File: src/rtl/pls_pkg.sv
package pls_pkg;
  localparam int NUM_LVL = 3;
  localparam int LVL_W   = 2;
  localparam logic [LVL_W-1:0] TOP_LVL = LVL_W'(NUM_LVL - 1);

  typedef logic [LVL_W-1:0] lvl_t;

  typedef enum logic [2:0] {
    ST_IDLE,
    ST_GATE,
    ST_PCHG,
    ST_RAIL,
    ST_RELOCK,
    ST_REVERT,
    ST_UNGATE
  } step_e;
endpackage

File: src/rtl/pls_lvl_map.sv
module pls_lvl_map
  import pls_pkg::*;
#(
  parameter int WL_W = 16
) (
  input  logic            tick_i,
  input  logic [WL_W-1:0] workload_i,
  input  logic [WL_W-1:0] thr_a_i,
  input  logic [WL_W-1:0] thr_b_i,
  input  logic            req_vld_i,
  input  lvl_t            req_lvl_i,
  output logic            dem_vld_o,
  output lvl_t            dem_lvl_o
);
  lvl_t tick_lvl;
  lvl_t req_lvl_c;

  // Workload to level, lowest band first
  always_comb begin
    if (workload_i < thr_a_i) begin
      tick_lvl = '0;
    end else if (workload_i < thr_b_i) begin
      tick_lvl = LVL_W'(1);
    end else begin
      tick_lvl = TOP_LVL;
    end
  end

  // Out-of-range request saturates at the top level
  assign req_lvl_c = (req_lvl_i > TOP_LVL) ? TOP_LVL : req_lvl_i;

  // A direct request has priority over the tick decision
  assign dem_vld_o = req_vld_i | tick_i;
  assign dem_lvl_o = req_vld_i ? req_lvl_c : tick_lvl;
endmodule

File: src/rtl/pls_pend.sv
module pls_pend
  import pls_pkg::*;
(
  input  logic clk,
  input  logic rst_n,
  input  logic dem_vld_i,
  input  lvl_t dem_lvl_i,
  input  logic take_i,
  output logic pend_vld_o,
  output lvl_t pend_lvl_o
);
  logic vld_q, vld_d;
  lvl_t lvl_q, lvl_d;

  always_comb begin
    vld_d = vld_q;
    lvl_d = lvl_q;
    if (dem_vld_i) begin
      vld_d = 1'b1;
      lvl_d = dem_lvl_i;
    end else if (take_i) begin
      vld_d = 1'b0;
    end
  end

  always_ff @(posedge clk or negedge rst_n) begin
    if (!rst_n) begin
      vld_q <= 1'b0;
      lvl_q <= TOP_LVL;
    end else begin
      vld_q <= vld_d;
      if (dem_vld_i) begin
        lvl_q <= lvl_d;
      end
    end
  end

  assign pend_vld_o = vld_q;
  assign pend_lvl_o = lvl_q;
endmodule

File: src/rtl/pls_step_fsm.sv
module pls_step_fsm
  import pls_pkg::*;
#(
  parameter int CNT_W = 6
) (
  input  logic             clk,
  input  logic             rst_n,
  input  logic             pend_vld_i,
  input  lvl_t             pend_lvl_i,
  input  logic [CNT_W-1:0] cyc_gate_i,
  input  logic [CNT_W-1:0] cyc_pchg_i,
  input  logic [CNT_W-1:0] cyc_rail_i,
  input  logic [CNT_W-1:0] cyc_ungate_i,
  input  logic [CNT_W-1:0] lock_limit_i,
  input  logic             pll_lock_i,
  output logic             take_o,
  output step_e            state_o,
  output lvl_t             cur_o,
  output lvl_t             tgt_o,
  output logic             err_o
);
  localparam logic [CNT_W:0] ONE = (CNT_W+1)'(1);

  step_e            state_q, state_d;
  lvl_t             cur_q, cur_d, tgt_q, tgt_d;
  logic             err_q, err_d;
  logic [CNT_W-1:0] cnt_q, cnt_d;
  logic             cnt_en;
  logic [CNT_W:0]   raw_len, len, cnt_p1;
  logic             step_done;

  // Length of the current step, zero counts as one cycle
  always_comb begin
    unique case (state_q)
      ST_GATE:   raw_len = {1'b0, cyc_gate_i};
      ST_PCHG:   raw_len = {1'b0, cyc_pchg_i};
      ST_RAIL:   raw_len = {1'b0, cyc_rail_i};
      ST_RELOCK: raw_len = {1'b0, lock_limit_i};
      ST_REVERT: raw_len = {1'b0, cyc_rail_i};
      ST_UNGATE: raw_len = {1'b0, cyc_ungate_i};
      default:   raw_len = ONE;
    endcase
  end

  assign len       = (raw_len == '0) ? ONE : raw_len;
  assign cnt_p1    = {1'b0, cnt_q} + ONE;
  assign step_done = (cnt_p1 >= len);

  // Next-state logic
  always_comb begin
    state_d = state_q;
    cur_d   = cur_q;
    tgt_d   = tgt_q;
    err_d   = err_q;
    take_o  = 1'b0;
    unique case (state_q)
      ST_IDLE: begin
        take_o = pend_vld_i;
        if (pend_vld_i && (pend_lvl_i != cur_q)) begin
          state_d = ST_GATE;
          tgt_d   = pend_lvl_i;
          err_d   = 1'b0;
        end
      end
      ST_GATE:   if (step_done) state_d = ST_PCHG;
      ST_PCHG:   if (step_done) state_d = ST_RAIL;
      ST_RAIL:   if (step_done) state_d = ST_RELOCK;
      ST_RELOCK: begin
        if (pll_lock_i) begin
          state_d = ST_UNGATE;
          cur_d   = tgt_q;
        end else if (step_done) begin
          state_d = ST_REVERT;
          err_d   = 1'b1;
        end
      end
      ST_REVERT: if (step_done) state_d = ST_UNGATE;
      ST_UNGATE: if (step_done) state_d = ST_IDLE;
      default:   state_d = ST_IDLE;
    endcase
  end

  // Step counter: counts only during a sequence, clears on every step change
  assign cnt_en = (state_q != ST_IDLE);
  assign cnt_d  = (state_d != state_q) ? '0 : cnt_q + 1'b1;

  always_ff @(posedge clk or negedge rst_n) begin
    if (!rst_n) begin
      state_q <= ST_IDLE;
      cur_q   <= TOP_LVL;
      tgt_q   <= TOP_LVL;
      err_q   <= 1'b0;
      cnt_q   <= '0;
    end else begin
      state_q <= state_d;
      cur_q   <= cur_d;
      tgt_q   <= tgt_d;
      err_q   <= err_d;
      if (cnt_en) begin
        cnt_q <= cnt_d;
      end
    end
  end

  assign state_o = state_q;
  assign cur_o   = cur_q;
  assign tgt_o   = tgt_q;
  assign err_o   = err_q;
endmodule

File: src/rtl/pls_out_dec.sv
module pls_out_dec
  import pls_pkg::*;
(
  input  step_e              state_i,
  input  lvl_t               cur_i,
  input  lvl_t               tgt_i,
  output logic [NUM_LVL-1:0] rail_sel_o,
  output lvl_t               pll_code_o,
  output logic               pchg_en_o,
  output logic               clk_en_o,
  output logic               busy_o
);
  lvl_t rail_lvl;

  assign rail_lvl = ((state_i == ST_RAIL) || (state_i == ST_RELOCK)) ? tgt_i : cur_i;

  for (genvar i = 0; i < NUM_LVL; i++) begin : g_rail
    assign rail_sel_o[i] = (rail_lvl == LVL_W'(i));
  end

  assign pll_code_o = (state_i == ST_RELOCK) ? tgt_i : cur_i;
  assign pchg_en_o  = (state_i == ST_PCHG);
  assign clk_en_o   = (state_i == ST_IDLE) || (state_i == ST_UNGATE);
  assign busy_o     = (state_i != ST_IDLE);
endmodule

File: src/rtl/pwr_lvl_seq.sv
module pwr_lvl_seq
  import pls_pkg::*;
#(
  parameter int WL_W  = 16,
  parameter int CNT_W = 6
) (
  input  logic             clk,
  input  logic             rst_n,
  input  logic             tick_i,
  input  logic [WL_W-1:0]  workload_i,
  input  logic [WL_W-1:0]  thr_a_i,
  input  logic [WL_W-1:0]  thr_b_i,
  input  logic             req_vld_i,
  input  logic [1:0]       req_lvl_i,
  input  logic [CNT_W-1:0] cyc_gate_i,
  input  logic [CNT_W-1:0] cyc_pchg_i,
  input  logic [CNT_W-1:0] cyc_rail_i,
  input  logic [CNT_W-1:0] cyc_ungate_i,
  input  logic [CNT_W-1:0] lock_limit_i,
  input  logic             pll_lock_i,
  output logic [2:0]       rail_sel_o,
  output logic             pchg_en_o,
  output logic [1:0]       pll_code_o,
  output logic             clk_en_o,
  output logic             busy_o,
  output logic [1:0]       cur_lvl_o,
  output logic             lock_err_o
);
  // Reset asserts at once and releases on a clock edge
  logic [1:0] rst_sync_q;
  logic       rst_int_n;

  always_ff @(posedge clk or negedge rst_n) begin
    if (!rst_n) begin
      rst_sync_q <= 2'b00;
    end else begin
      rst_sync_q <= {rst_sync_q[0], 1'b1};
    end
  end
  assign rst_int_n = rst_sync_q[1];

  logic  dem_vld, pend_vld, take;
  lvl_t  dem_lvl, pend_lvl, cur_lvl, tgt_lvl;
  step_e state;

  pls_lvl_map #(.WL_W(WL_W)) u_map (
    .tick_i     (tick_i),
    .workload_i (workload_i),
    .thr_a_i    (thr_a_i),
    .thr_b_i    (thr_b_i),
    .req_vld_i  (req_vld_i),
    .req_lvl_i  (req_lvl_i),
    .dem_vld_o  (dem_vld),
    .dem_lvl_o  (dem_lvl)
  );

  pls_pend u_pend (
    .clk        (clk),
    .rst_n      (rst_int_n),
    .dem_vld_i  (dem_vld),
    .dem_lvl_i  (dem_lvl),
    .take_i     (take),
    .pend_vld_o (pend_vld),
    .pend_lvl_o (pend_lvl)
  );

  pls_step_fsm #(.CNT_W(CNT_W)) u_fsm (
    .clk          (clk),
    .rst_n        (rst_int_n),
    .pend_vld_i   (pend_vld),
    .pend_lvl_i   (pend_lvl),
    .cyc_gate_i   (cyc_gate_i),
    .cyc_pchg_i   (cyc_pchg_i),
    .cyc_rail_i   (cyc_rail_i),
    .cyc_ungate_i (cyc_ungate_i),
    .lock_limit_i (lock_limit_i),
    .pll_lock_i   (pll_lock_i),
    .take_o       (take),
    .state_o      (state),
    .cur_o        (cur_lvl),
    .tgt_o        (tgt_lvl),
    .err_o        (lock_err_o)
  );

  pls_out_dec u_dec (
    .state_i    (state),
    .cur_i      (cur_lvl),
    .tgt_i      (tgt_lvl),
    .rail_sel_o (rail_sel_o),
    .pll_code_o (pll_code_o),
    .pchg_en_o  (pchg_en_o),
    .clk_en_o   (clk_en_o),
    .busy_o     (busy_o)
  );

  assign cur_lvl_o = cur_lvl;
endmodule

File: config.mk
export PLATFORM = sky130hd
export DESIGN_NAME = pwr_lvl_seq
export DESIGN_NICKNAME = d
export VERILOG_FILES = /design/src/rtl/pls_pkg.sv /design/src/rtl/pls_lvl_map.sv /design/src/rtl/pls_pend.sv /design/src/rtl/pls_step_fsm.sv /design/src/rtl/pls_out_dec.sv /design/src/rtl/pwr_lvl_seq.sv
export SDC_FILE = /design/constraint.sdc
export NUM_CORES = 1
export LEC_CHECK = 0
export ABC_AREA = 1
export BUFFER_PORTS_ARGS = -buffer_cell sky130_fd_sc_hd__buf_4
export CAP_MARGIN = 20
export CORE_MARGIN = 5
export CORE_UTILIZATION = 40
export DETAILED_ROUTE_END_ITERATION = 10
export PLACE_DENSITY = 0.69
export SETUP_SLACK_MARGIN = 0.15
export SLEW_MARGIN = 25
export SYNTH_ARGS = -nofsm -noshare
export SYNTH_HDL_FRONTEND = slang
export SYNTH_SLANG_ARGS = --single-unit
File: constraint.sdc
create_clock -name clk -period 1.8 [get_ports clk]
set_input_delay 0.18 -clock clk [delete_from_list [all_inputs] [get_ports clk]]
set_output_delay 0.18 -clock clk [all_outputs]
set_load 0.01 [all_outputs]
Yosys cells after proc, flatten, opt, wreduce, memory -nomap -nowiden

Index checks and enable logic that the tools add are counted.

Word-level logic and storage cells: 66
Output and inout bits: 11
Input port bits: 85
Register bits: 19

Reductions and logical operators: 13
Multiplexer cells: 25
$add $sub $neg: 2
Bitwise gates (word level): 1
Equal/unequal tests: 13
Order comparisons: 4

Operator list:

| kind                                                                  | count |
|---|---|
| 16-bit less-than comparator                                           | 2 |
| 6-bit case mux with 5 select lines                                    | 1 |
| 3-bit 2-to-1 mux                                                      | 8 |
| 3-bit case mux with 7 select lines                                    | 1 |
| 2-bit 2-to-1 mux                                                      | 6 |
| 6-bit 2-to-1 mux                                                      | 2 |
| 3-bit equality test, second input constant                            | 3 |
| 6-bit by 1-bit adder with 7-bit output, second input constant         | 1 |
| 7-bit greater-or-equal comparator                                     | 1 |
| 7-bit zero test                                                       | 1 |
| 6-bit by 1-bit adder with 6-bit output, second input constant         | 1 |
| 3-bit by 2-bit equality test with 1-bit output, second input constant | 2 |
| 1-bit 2-to-1 mux                                                      | 6 |
| 2-bit by 1-bit != test with 1-bit output, second input constant       | 2 |
| 2-bit AND reduction                                                   | 2 |
| 4-bit AND reduction                                                   | 1 |
| 2-bit nonzero test                                                    | 2 |
| 3-bit by 1-bit equality test with 1-bit output, second input constant | 1 |
| 3-bit zero test                                                       | 1 |
| 3-bit != test                                                         | 1 |
| 3-bit nonzero test                                                    | 1 |
| 2-bit by 1-bit equality test with 1-bit output, second input constant | 1 |
| 2-bit equality test, second input constant                            | 1 |
| 2-bit > comparator, second input constant                             | 1 |
| other kinds (8)                                                       | 9 |

Longest topological paths before layout

Depth in word-level cells: 11
Gate-level depth with buffers: 25
Depth with buffers taken out: 24

Hierarchy

Synthesis repeated with hierarchy kept, for this count alone.

Cell total of the unflattened synthesis: 374
Area total of the unflattened synthesis: 2412.3 µm²

By module, submodules not included:

| module       | seq. area each (µm²) | area an instance (µm²) | cells an instance | times used |
|---|---|---|---|---|
| pls_step_fsm | 352.8                | 1224.9                 | 181               | 1 |
| pls_lvl_map  | 0.0                  | 867.1                  | 142               | 1 |
| pls_out_dec  | 0.0                  | 152.6                  | 35                | 1 |
| pls_pend     | 76.3                 | 113.9                  | 13                | 1 |
| pwr_lvl_seq  | 50.0                 | 53.8                   | 3                 | 1 |

Worst setup path after synthesis

OpenSTA, ideal clock, no wires.

Path kind: reg-to-reg
Start: register u_fsm.state_q[2], in the netlist u_fsm.state_o[2]
End: register u_fsm.cnt_q[0]
Clock period less this slack: 2.501 ns
Required time: 1.735 ns
Setup time: 0.065 ns
Cell stages (with the launch flop): 25
Data arrival time: 2.436 ns
Path slack: -0.701 ns
Buffers on the path: 0
Path through: dfrtp_1 inv_2 nand2_2 nor2_1 nand2_1 nand2_1 nor2_1 nand2_1 nor2_1 nand4_1 nand2_1 ha_1 inv_1 nand2_1 nand2_1 nand2_1 nand2_1 nand2_1 nand2_1 nand3_1 nand3_1 nand2_1 nor2_2 nand3_1 nand2_1

Word-level cells in the longest chain between the ends: 11
Elaborated cells on any way between the ends: 24
Those cells by class: order compare: 1; eq/ne: 7; mux: 12; reduce/logical: 4

RTL lines:

| what                                                                                  | RTL line                               | source |
|---|---|---|
| from (decl)                                                                           | pls_step_fsm.sv:24                     | `step_e state_q, state_d;` |
| from (signal assigned)                                                                | pls_step_fsm.sv:95                     | `state_q <= state_d;` |
| 3-bit by 2-bit equality test with 1-bit output or 3-bit equality test (tied branches) | pls_step_fsm.sv:34, pls_step_fsm.sv:56 |  |
| 2-bit OR reduction (no line)                                                          | -                                      |  |
| 6-bit case mux with 5 select lines                                                    | pls_step_fsm.sv:34                     | `unique case (state_q)` |
| 7-bit zero test                                                                       | pls_step_fsm.sv:45                     | `assign len = (raw_len == '0) ? ONE : raw_len;` |
| 6-bit 2-to-1 mux                                                                      | pls_step_fsm.sv:45                     |  |
| 7-bit greater-or-equal comparator                                                     | pls_step_fsm.sv:47                     | `assign step_done = (cnt_p1 >= len);` |
| 3-bit 2-to-1 mux                                                                      | pls_step_fsm.sv:72                     | `end else if (step_done) begin` |
| 3-bit 2-to-1 mux                                                                      | pls_step_fsm.sv:69                     | `if (pll_lock_i) begin` |
| 3-bit case mux with 7 select lines                                                    | pls_step_fsm.sv:56                     | `unique case (state_q)` |
| 3-bit != test                                                                         | pls_step_fsm.sv:85                     | `assign cnt_d = (state_d != state_q) ? '0 : cnt_q + 1'b1;` |
| 6-bit 2-to-1 mux                                                                      | pls_step_fsm.sv:85                     |  |
| to (signal assigned)                                                                  | pls_step_fsm.sv:100                    | `cnt_q <= cnt_d;` |
| to (decl)                                                                             | pls_step_fsm.sv:27                     | `logic [CNT_W-1:0] cnt_q, cnt_d;` |

Parallel ways exist; a longest one is shown, timed or not.
A chain may end at the register's enable or synchronous reset.

Worst setup path in the final report

Start: register u_fsm.state_q[2], in the netlist u_fsm.state_o[2]
End: register u_fsm.cnt_q[1]

The elaborated chain is that of the path after synthesis.

==> results by group <==
Pwr
  • P_int: 0.00259 W
  • Flop pwr share: 0.157
  • P per Cell Area: 1280 nW/µm²
  • Combinational share of power: 0.777
  • Worst VDD drop: 0.739 mV
  • P_sw: 0.00221 W
  • Clock power frac: 0.065
  • Pleak: 2.12 nW
  • Switching Share: 0.460

Timing
  • Final hold slack: 151 ps
  • Worst-Margin Slew: 731 ps
  • Tcrit/Tclk final: 1.53
  • Final WS setup: -954 ps
  • Clock skew: 8.47 ps
  • RSZ-0062 raised after global routing: yes
  • Rel. slew slack: 0.513
  • Pins Over Slew Limit: 0
  • Final Hold Vio Count: 0
  • # setup viols final: 20
  • Final min period: 2750 ps
  • F_max: 363 MHz

Clock tree
  • Clock Latency Late Sink: 270 ps
  • CTS tree: built
  • Root Buffer: clkbuf_8
  • Clock Sinks: 19
  • Clk buf depth: 2
  • H-tree depth: 1
  • CTS buffer count: 3
  • Clock slew at reported path FFs: 80 ps

Worst setup path
  • CP Class: reg2reg
  • WP buf/inv: 2
  • Worst Path Max Fanout: 6
  • CP cell instances: inv_2, nand2_2, nor2_2, nand2_1, nand2_1, nor2_1, nand2_1, nor2_1, nand4_1, nand2_1, ha_1, inv_1, nand2_1, nand2_1, nand2_1, nand2_1, nand2_1, nand2_2, nand2_2, nand3b_1, nand2_2, nor2_4, nand3_1, nand2_1
  • CP startpoint kind: flip-flop
  • CP peak stage delay: 430 ps
  • Critical path depth: 24
  • CP Launch Point: u_fsm.state_o[2]$_DFF_PN0_
  • R2R Setup Slk: -950 ps
  • Reg2Reg Depth: 24
  • Cell family with the largest share of critical-path delay: simple AND/OR/NAND/NOR gates
  • Crit end category: flip-flop
  • R2r endpoint: u_fsm.cnt_q[1]$_DFFE_PN0N_
  • CP max stage cell: dfrtp_2
  • Most used cell, CP: nand2_1
  • Worst EP arrival: 2960 ps
  • Critical Path RT: 2010 ps
  • R2r startpoint: u_fsm.state_o[2]$_DFF_PN0_

Hold path
  • Hold path cells: 3
  • Worst Hold End: u_pend.pend_vld_o$_DFFE_PN0P_
  • Hold_sp: tick_i
  • Hold crit path type: in2reg

Drt
  • Total number of vias: 2745
  • Post-DR vias/cell: 4.88
  • Wire per inst: 13.0 µm
  • Router iterations before antenna repair: 4
  • DR iter-0 viols: 167
  • # DRC: 0
  • Routed wire length: 7.33 mm
  • ANT nets after route: 0

Layout
  • Share of cells above drive strength 1: 0.438
  • Sequential Area: 483 µm²
  • Post-route cell area: 3750 µm²
  • Most frequent cells in the layout: 131 x buf_4, 74 x nand2_1, 60 x inv_1, 37 x ha_1, 21 x a21oi_1
  • Diode count: 0
  • Nets: 614
  • Multi-input logic area: 1640 µm²
  • Layout fillers: 439
  • Most common cell after layout, fill and taps aside: buf_4
  • Area delta synth->final: 69.3%

GRT
  • Largest net degree at the start of global routing: 18
  • First-pass GRT wire length: 11.3 mm
  • Grt total ovfl: 0
  • Antenna violations before repair: 0
  • Gr usage total: 0.188
  • Vias in the first global route: 2593

Status
  • Failing checks: setup timing
  • Status: finished with violations

Yosys
  • Distinct cells, synth: 31
  • Yosys reg bits: 19
  • Net Count, Synth: 460
  • Post-synthesis sequential area ratio: 0.216
  • Post-synthesis area per instance: 6.56 µm²
  • Gate Count Post-Synth: 338
  • Synth Cell Area: 2220 µm²
  • YS warnings: 0

Floorplanning
  • DIE WIDTH: 84.5 µm
  • Initial Utilization: 0.408
  • Die area: 7140 µm²
  • I/O pins: 96
  • Die height: 84.5 µm
  • Core area: 5440 µm²
  • # rows: 27

Placement
  • Count of input and output buffers: 95
  • Global placement routability congestion: 0.854
  • Area after DPL: 3310 µm²
  • Hpwl dp: 5.65 mm
  • DP Worst Slack: -853 ps

Run
  • Max Cap Viol: 0
==> metrics by stage <==
| stage | TNS [ps] | utilization | std cells | power (W) |
|---|---|---|---|---|
| 5_1_grt | -15200 | 0.690 | 563 | 0.00518 |
| 6_report | -12370 | 0.690 | 563 | 0.00480 |
| 3_3_place_gp | -7370 | 0.608 | 535 | 0.00352 |
| 4_1_cts | -6960 | 0.645 | 549 | 0.00417 |
| 2_1_floorplan | -4950 | - | 338 | 0.00238 |
| 3_5_place_dp | -7740 | 0.608 | 535 | 0.00356 |
==> cells by family after synthesis <==
kind of cell / share of synthesized area
adder cells (fa/ha/maj): 0.209
buffers and inverters: 0.127
AO/OA/AOI/OAI: 0.135
other: 0.00169
XOR/XNOR: 0.0158
flip-flops: 0.216
AND/OR/NAND/NOR: 0.295
==> layer usage <==
layer  vias to the layer above  wire [µm]  global-route usage  share of wire
li1                       1392          -                   -              -
met1                      1265       2860               0.217           0.39
met2                        75       3990               0.355           0.54
met3                        13        345              0.0343          0.047
met4                         0        127              0.0446          0.017
met5                         -          0                   0              0
==> power groups by stage <==
stage	combinational [W]	clock (W)	sequential, W
after floorplan	0.00166	0	0.000718
after global placement	0.00279	0	0.000728
after detailed placement	0.00282	0	0.000737
after CTS	0.00311	0.000315	0.000737
after global routing	0.00407	0.000333	0.000776
final	0.00373	0.000314	0.000756
==> worst register-to-register path, stage by stage (launching register included) <==
cell and delay, ps:
dfrtp_2 430, inv_2 70, nand2_2 80, nor2_2 250
nand2_1 110, nand2_1 80, nor2_1 50, nand2_1 80
nor2_1 50, nand4_1 110, nand2_1 100, ha_1 290
inv_1 50, nand2_1 50, nand2_1 50, nand2_1 40
nand2_1 50, nand2_1 50, nand2_2 80, nand2_2 70
nand3b_1 110, nand2_2 80, nor2_4 200, nand3_1 100
nand2_1 70
==> cells in the mapped netlist <==
library cell	instances	area, µm²
xor2_1	4	35.0
a21oi_1	21	105
a32o_1	1	10.0
o21ai_1	3	15.0
nand4_1	6	37.5
o21a_1	2	15.0
nor2_1	22	82.6
buf_2	1	5.00
a22oi_1	5	37.5
nor3_1	4	20.0
nand3_1	18	90.1
and3_1	1	6.26
nand2_1	87	327
nor2_2	4	25.0
conb_1	1	3.75
o21ai_0	11	55.1
dfrtp_1	16	400
a21oi_2	2	17.5
dfstp_2	3	78.8
o21ai_2	1	8.76
ha_1	37	463
nand3b_1	3	22.5
a31oi_1	2	12.5
o211ai_1	2	15.0
or2_1	1	6.26
inv_2	8	30.0
a2111oi_0	1	8.76
nand2_2	5	31.3
buf_4	1	7.51
inv_1	64	240
or2_2	1	6.26
==> registers in the layout, indices dropped and copies added (netlist names) <==
signal             flops
rst_sync_q             2
u_fsm.cnt_q            6
u_fsm.cur_o            2
u_fsm.err_o            1
u_fsm.state_o          3
u_fsm.tgt_o            2
u_pend.pend_lvl_o      2
u_pend.pend_vld_o      1
==> how the worst max path moves through the flow <==
stage                                      end  slack (ps)
floorplan           u_fsm.cnt_q[1]$_DFFE_PN0N_        -570
global placement    u_fsm.cnt_q[3]$_DFFE_PN0N_        -800
detailed placement  u_fsm.cnt_q[3]$_DFFE_PN0N_        -850
CTS                 u_fsm.cnt_q[0]$_DFFE_PN0N_        -750
global route        u_fsm.cnt_q[3]$_DFFE_PN0N_       -1180
finish              u_fsm.cnt_q[1]$_DFFE_PN0N_        -950
==> what timing repair did <==
action	in CTS	in global routing
setup buffers	9	14
pin swaps	9	15
hold endpoints to repair	2	0
hold buffers	1	0
endpoints found under the setup margin	16	17
gates resized for setup	24	35
==> cell type report <==
| type | instances | share of cell area |
|---|---|---|
| Inverter | 72 | 0.0746 |
| Multi-Input combinational cell | 245 | 0.437 |
| Clock inverter | 1 | 0.00133 |
| Timing Repair Buffer | 151 | 0.324 |
| Sequential cell | 19 | 0.129 |
| Clock buffer | 3 | 0.0110 |
| Tap cell | 72 | 0.0240 |
No activity file was read; power rests on OpenSTA's default activity.
